`src/rtl/bru_pkg.sv`:
```
package bru_pkg;

    localparam int INSN_W = 32;

    localparam logic [5:0] OP_IMM  = 6'd18;
    localparam logic [5:0] OP_DISP = 6'd16;
    localparam logic [5:0] OP_XL   = 6'd19;
    localparam logic [9:0] XO_LR   = 10'd16;
    localparam logic [9:0] XO_CTR  = 10'd528;

    typedef enum logic [2:0] {
        BRK_NONE = 3'd0,
        BRK_IMM  = 3'd1,
        BRK_DISP = 3'd2,
        BRK_LR   = 3'd3,
        BRK_CTR  = 3'd4
    } brk_e;

    typedef struct packed {
        brk_e        kind;
        logic        abs_mode;
        logic        link;
        logic [4:0]  ctl;
        logic [4:0]  sel;
        logic [23:0] imm_fld;
        logic [13:0] disp_fld;
    } bru_fields_t;

endpackage

```
`src/rtl/bru_decode.sv`:
```
module bru_decode
    import bru_pkg::*;
(
    input  logic [INSN_W-1:0] insn,
    output bru_fields_t       fld
);
    logic [5:0] opc;
    logic [9:0] xop;

    assign opc = insn[31:26];
    assign xop = insn[10:1];

    always_comb begin
        fld.kind = BRK_NONE;
        unique case (opc)
            OP_IMM:  fld.kind = BRK_IMM;
            OP_DISP: fld.kind = BRK_DISP;
            OP_XL: begin
                if (xop == XO_LR)
                    fld.kind = BRK_LR;
                else if (xop == XO_CTR)
                    fld.kind = BRK_CTR;
                else
                    fld.kind = BRK_NONE;
            end
            default: fld.kind = BRK_NONE;
        endcase
        fld.abs_mode = insn[1];
        fld.link     = insn[0];
        fld.ctl      = insn[25:21];
        fld.sel      = insn[20:16];
        fld.imm_fld  = insn[25:2];
        fld.disp_fld = insn[15:2];
    end

    // a register-target kind only comes from the opcode shared with other ops
    always_comb begin
        a_r1_xl_kinds: assert (!(fld.kind == BRK_LR || fld.kind == BRK_CTR) || opc == OP_XL);
    end
endmodule

```
`src/rtl/bru_cond.sv`:
```
module bru_cond
    import bru_pkg::*;
#(
    parameter int XLEN = 64,
    parameter int CR_W = 32
) (
    input  brk_e            kind,
    input  logic [4:0]      ctl,
    input  logic [4:0]      sel,
    input  logic [CR_W-1:0] cr,
    input  logic [XLEN-1:0] ctr,
    output logic            dec_en,
    output logic [XLEN-1:0] ctr_dec,
    output logic            go
);
    localparam int SEL_W = 5;
    localparam logic [SEL_W-1:0] TOP_IDX = SEL_W'(CR_W - 1);

    logic             uses_count;
    logic             count_ok;
    logic             cond_ok;
    logic [SEL_W-1:0] bit_idx;

    assign uses_count = (kind == BRK_DISP) || (kind == BRK_LR);
    assign dec_en     = uses_count && !ctl[2];
    assign ctr_dec    = ctr - XLEN'(1);
    assign count_ok   = ctl[2] || ((ctr_dec != '0) ^ ctl[1]);
    assign bit_idx    = TOP_IDX - sel;
    assign cond_ok    = ctl[4] || (cr[bit_idx] == ctl[3]);

    always_comb begin
        unique case (kind)
            BRK_IMM:         go = 1'b1;
            BRK_DISP, BRK_LR: go = count_ok && cond_ok;
            BRK_CTR:         go = cond_ok;
            default:         go = 1'b0;
        endcase
    end

    always_comb begin
        // the count-register branch never reduces the count
        a_r6_no_dec_on_ctr: assert (!(kind == BRK_CTR && dec_en));
        // nothing is taken for a non-branch
        a_r12_none_idle: assert (!(kind == BRK_NONE && (go || dec_en)));
    end
endmodule

```
`src/rtl/bru_target.sv`:
```
module bru_target
    import bru_pkg::*;
#(
    parameter int XLEN = 64
) (
    input  brk_e            kind,
    input  logic            abs_mode,
    input  logic [23:0]     imm_fld,
    input  logic [13:0]     disp_fld,
    input  logic [XLEN-1:0] cia,
    input  logic [XLEN-1:0] lr,
    input  logic [XLEN-1:0] ctr,
    output logic [XLEN-1:0] tgt
);
    localparam int IMM_OFF_W  = 26;
    localparam int DISP_OFF_W = 16;
    localparam logic [XLEN-1:0] ALIGN_MASK = ~XLEN'(3);

    logic [XLEN-1:0] imm_off;
    logic [XLEN-1:0] disp_off;
    logic [XLEN-1:0] off;

    assign imm_off  = {{(XLEN-IMM_OFF_W){imm_fld[23]}},  imm_fld,  2'b00};
    assign disp_off = {{(XLEN-DISP_OFF_W){disp_fld[13]}}, disp_fld, 2'b00};
    assign off      = (kind == BRK_IMM) ? imm_off : disp_off;

    always_comb begin
        unique case (kind)
            BRK_IMM, BRK_DISP: tgt = abs_mode ? off : (cia + off);
            BRK_LR:            tgt = lr & ALIGN_MASK;
            BRK_CTR:           tgt = ctr & ALIGN_MASK;
            default:           tgt = '0;
        endcase
    end

    always_comb begin
        // register targets are word aligned
        a_r7_reg_aligned: assert (!(kind == BRK_LR || kind == BRK_CTR) || tgt[1:0] == 2'b00);
    end
endmodule

```
`src/rtl/bru_resolve.sv`:
```
module bru_resolve
    import bru_pkg::*;
#(
    parameter int XLEN = 64,
    parameter int CR_W = 32
) (
    input  logic [INSN_W-1:0] insn,
    input  logic [XLEN-1:0]   cia,
    input  logic [CR_W-1:0]   cr,
    input  logic [XLEN-1:0]   ctr,
    input  logic [XLEN-1:0]   lr,
    output logic              taken,
    output logic [XLEN-1:0]   nia,
    output logic              ctr_we,
    output logic [XLEN-1:0]   ctr_next,
    output logic              lr_we,
    output logic [XLEN-1:0]   lr_next,
    output logic              hint_call,
    output logic              hint_return,
    output logic              not_branch
);
    localparam logic [XLEN-1:0] STEP = XLEN'(4);

    bru_fields_t     fld;
    logic            dec_en;
    logic [XLEN-1:0] ctr_dec;
    logic            go;
    logic [XLEN-1:0] tgt;
    logic [XLEN-1:0] seq_pc;

    bru_decode u_dec (
        .insn (insn),
        .fld  (fld)
    );

    bru_cond #(.XLEN(XLEN), .CR_W(CR_W)) u_cond (
        .kind    (fld.kind),
        .ctl     (fld.ctl),
        .sel     (fld.sel),
        .cr      (cr),
        .ctr     (ctr),
        .dec_en  (dec_en),
        .ctr_dec (ctr_dec),
        .go      (go)
    );

    bru_target #(.XLEN(XLEN)) u_tgt (
        .kind     (fld.kind),
        .abs_mode (fld.abs_mode),
        .imm_fld  (fld.imm_fld),
        .disp_fld (fld.disp_fld),
        .cia      (cia),
        .lr       (lr),
        .ctr      (ctr),
        .tgt      (tgt)
    );

    assign seq_pc = cia + STEP;

    always_comb begin
        not_branch  = (fld.kind == BRK_NONE);
        taken       = go;
        nia         = go ? tgt : seq_pc;
        ctr_we      = dec_en;
        ctr_next    = dec_en ? ctr_dec : ctr;
        lr_we       = !not_branch && fld.link;
        lr_next     = lr_we ? seq_pc : lr;
        hint_call   = lr_we;
        hint_return = (fld.kind == BRK_LR) && !fld.link;
    end

    always_comb begin
        a_r9_hint_excl: assert (!(hint_call && hint_return));
        a_r10_fallthrough: assert (taken || nia == cia + STEP);
        a_r11_ctr_step: assert (!ctr_we || ctr_next == ctr - XLEN'(1));
        a_r8_link_value: assert (!lr_we || lr_next == cia + STEP);
        a_r12_quiet: assert (!not_branch || !(taken || ctr_we || lr_we || hint_call || hint_return));
    end
endmodule

```
`config.mk`:
```
export PLATFORM = sky130hd
export DESIGN_NAME = bru_resolve
export DESIGN_NICKNAME = d
export VERILOG_FILES = /design/src/rtl/bru_pkg.sv /design/src/rtl/bru_decode.sv /design/src/rtl/bru_cond.sv /design/src/rtl/bru_target.sv /design/src/rtl/bru_resolve.sv
export SDC_FILE = /design/constraint.sdc
export NUM_CORES = 1
export LEC_CHECK = 0
export BUFFER_PORTS_ARGS = -buffer_cell sky130_fd_sc_hd__buf_2
export CAP_MARGIN = 20
export CORE_AREA = 4 4 173 175
export DETAILED_ROUTE_END_ITERATION = 8
export DIE_AREA = 0 0 177 179
export PLACE_DENSITY_LB_ADDON = 0.1
export SETUP_SLACK_MARGIN = 0.4
export SYNTH_ARGS = -nofsm -noshare
export SYNTH_HDL_FRONTEND = slang
export SYNTH_SLANG_ARGS = --single-unit
```
`constraint.sdc`:
```
create_clock -name vclk -period 17.29
set_clock_uncertainty 0.1 [all_clocks]
set_input_delay 0.8645 -clock vclk [all_inputs]
set_output_delay 0.8645 -clock vclk [all_outputs]
set_load 0.05 [all_outputs]
```
==> impl_metrics.yaml <==
outcome:
  status: "finished clean"
finish:
  fillerInstances: 3160
  drive_above_1_share_pct: 26.7
  utilization_pct: 45.9
  layout.nets: 2310
  ff_latch_area_sq_um: 0
  seq_cells: 0
  area_growth_pct: 23.1
  clockBufferCount: 0
logic_synthesis:
  ys_top_cells_by_count: "nand2_1, nor2_1, o21ai_0"
  yosysSeqAreaShare_pct: 0
  yosysMostFrequentCell: "nand2_1"
  synth_top_cell_by_area: "mux2i_1"
  ys_warn_count: 0
  synth_top_area_share_pct: 9.90
  netlist_instances: 1617
  syn_area_per_cell_sq_um: 6.57
  synth_area_sq_mm: 0.0106
  netlist_top_cells_area: "mux2i_1, ha_1, xor2_1, xnor2_1, nand2_1"
  syn_nets: 1946
  ys_types: 79
global_route:
  antenna_found_initial: 5
  met2_usage_pct: 56.0
  grt_overflow: 0
  grt-busiest-layer: "met2"
  grt_pass1_wl_mm: 85.1
  grt_start_max_net_pins: 99
  use_met1_pct: 49.1
  grt_pass1_vias: 13500
  grt_usage_pct: 34.5
  grtUsageMet3_pct: 4.37
place:
  place_congestion: 1.06
  io_buffers: 454
  dp_slack_ns: 9.86
  dp_hpwl_mm: 49.2
worst_hold_path:
  hold_path.class: "primary input to output pin"
critical_path:
  crit_chain: "buf_2, or4b_2, nor3_1, buf_4, nor2b_1, a21o_1, buf_4, ha_1, a21oi_1, o21ai_0, a211oi_1, nor4_1, a2111oi_0, a21oi_1, o211ai_1, a2111oi_0, a211oi_1, mux2_1, buf_2"
  critPathMaxFanout: 46
  cpPeakStageDelay_ns: 0.75
  end_kind: "output pin"
  criticalPathCategory: "primary input to output pin"
  worstPathArrival_ns: 6.58
  crit_path_end: "nia[62]"
  required_ns: 16.33
  critPathLaunch: "insn[29]"
  worstSetupStartpointType: "primary input"
  critPathSlowestCell: "or4b_2"
timing:
  tns_ns: 0
  finalHoldViolations: 0
  rsz0062_at_grt: "false"
  max_slew_margin_pct: 28.5
  worstMarginPinSlew_ns: 1.07
  fin_ws_ns: 9.75
  holdWs_ns: 2.03
  setup_viol: 0
  fin_crit_ns: 7.54
  drv_slew: 0
  period_share_pct: 43.6
  fmax_ghz: 0.133
detailed_routing:
  wl_per_cell_microns: 24.9
  ant_nets: 0
  routed_wl_mm: 59.0
  vias_per_cell: 6.17
  drtIter0Drc: 1559
  dr.pass1.iters: 6
  vias: 14600
  drc: 0
power:
  power.density_mw_per_mm2: 33.9
  comb_power_share_pct: 100.0
  peakVddDrop_mv: 0.0158
  power_frac_clock_pct: 0
  swShare_pct: 68.9
  intPower_mw: 0.138
  leakage_nw: 6.12
  switchingPower_mw: 0.305
  p_seq_share_pct: 0
floorplan:
  start_util_pct: 37.3
  core-area_sq_mm: 0.0285
  die_x_microns: 177
  core.rowCount: 62
  io_pins: 454
  dieArea_sq_mm: 0.0317
  die-height_microns: 179
clock_tree:
  hold_buffers: 0
  cts_resized: 0
  postCtsSetupBuffers: 0
run:
  drv_cap: 0
## stage by stage
stage / area (sq um) / std cells / power, mW
3_5_place_dp: 13100 / 2363 / 0.433
6_report: 13100 / 2367 / 0.443
3_3_place_gp: 13000 / 2362 / 0.435
5_1_grt: 13100 / 2367 / 0.470
4_1_cts: 13100 / 2363 / 0.435
2_1_floorplan: 10600 / 1617 / 0.289
## routing by layer
| metal | up-vias | share of wire (%) |
|---|---|---|
| li1 | 6733 | - |
| met1 | 6934 | 44 |
| met2 | 860 | 45 |
| met3 | 83 | 9.5 |
| met4 | 0 | 2.4 |
| met5 | - | 0 |
## logic make-up after synthesis
logic type,Yosys count,share of synthesized area (%)
buffers and inverters,160,6.19
XOR/XNOR,171,14.1
adder cells (fa/ha/maj),73,8.67
AND/OR/NAND/NOR,626,29.3
multiplexers,150,15.7
AO/OA/AOI/OAI,437,26.0
## worst min path at each step
stage / start / endpoint / slack [ns] / depth (start not counted)
2_1_floorplan: insn[0] / hint_return / 1.81 / 1
3_3_place_gp: lr[1] / lr_next[1] / 2.01 / 4
3_5_place_dp: lr[1] / lr_next[1] / 2.02 / 4
4_1_cts: lr[1] / lr_next[1] / 2.02 / 4
5_1_grt: ctr[63] / ctr_next[63] / 2.05 / 3
6_report: lr[1] / lr_next[1] / 2.03 / 4
## area by class of cell
type | instances | area (sq um) | share of cell area [%]
diodes | 4 | 10.0 | 0.0766
repair buffers | 469 | 2400 | 18.4
inverters | 53 | 199 | 1.52
multi-input cells | 1457 | 9980 | 76.4
well taps | 384 | 480 | 3.68
## worst max-delay path: cells and delay by family
kind	cells	cell delay, ns
AOI/OAI and AO/OA	9	3.00
and+or+nand+nor	4	1.19
buffers and inverters	4	0.88
adders and majority gates	1	0.42
muxes	1	0.16
## power by group through the flow
stage               registers [mW]  clock network (mW)  logic, mW
global route                     0        0.0000000311      0.470
detailed placement               0                   0      0.433
global placement                 0                   0      0.435
finish                           0        0.0000000311      0.443
CTS                              0                   0      0.435
floorplan                        0                   0      0.289
## cells in the final DEF (no fill, tap or decap), drive strengths merged, types with 7 or more instances in the layout
| cell | n |
|---|---|
| buf | 469 |
| nand2 | 186 |
| nor2 | 133 |
| o21ai | 122 |
| a21oi | 113 |
| mux2i | 105 |
| xor2 | 90 |
| xnor2 | 81 |
| ha | 72 |
| nand3 | 62 |
| nor3 | 58 |
| inv | 53 |
| a21o | 41 |
| nor4 | 37 |
| mux2 | 35 |
| nand4 | 32 |
| or3 | 23 |
| and3 | 17 |
| o22ai | 17 |
| a31oi | 15 |
| or4 | 15 |
| o21bai | 14 |
| o21a | 14 |
| o211ai | 13 |
| nand2b | 11 |
| nor2b | 11 |
| mux4 | 10 |
| a211oi | 9 |
| o2bb2ai | 9 |
| or2 | 8 |
| o2111ai | 7 |
| a221oi | 7 |
Power figures use the tool's default switching activity.
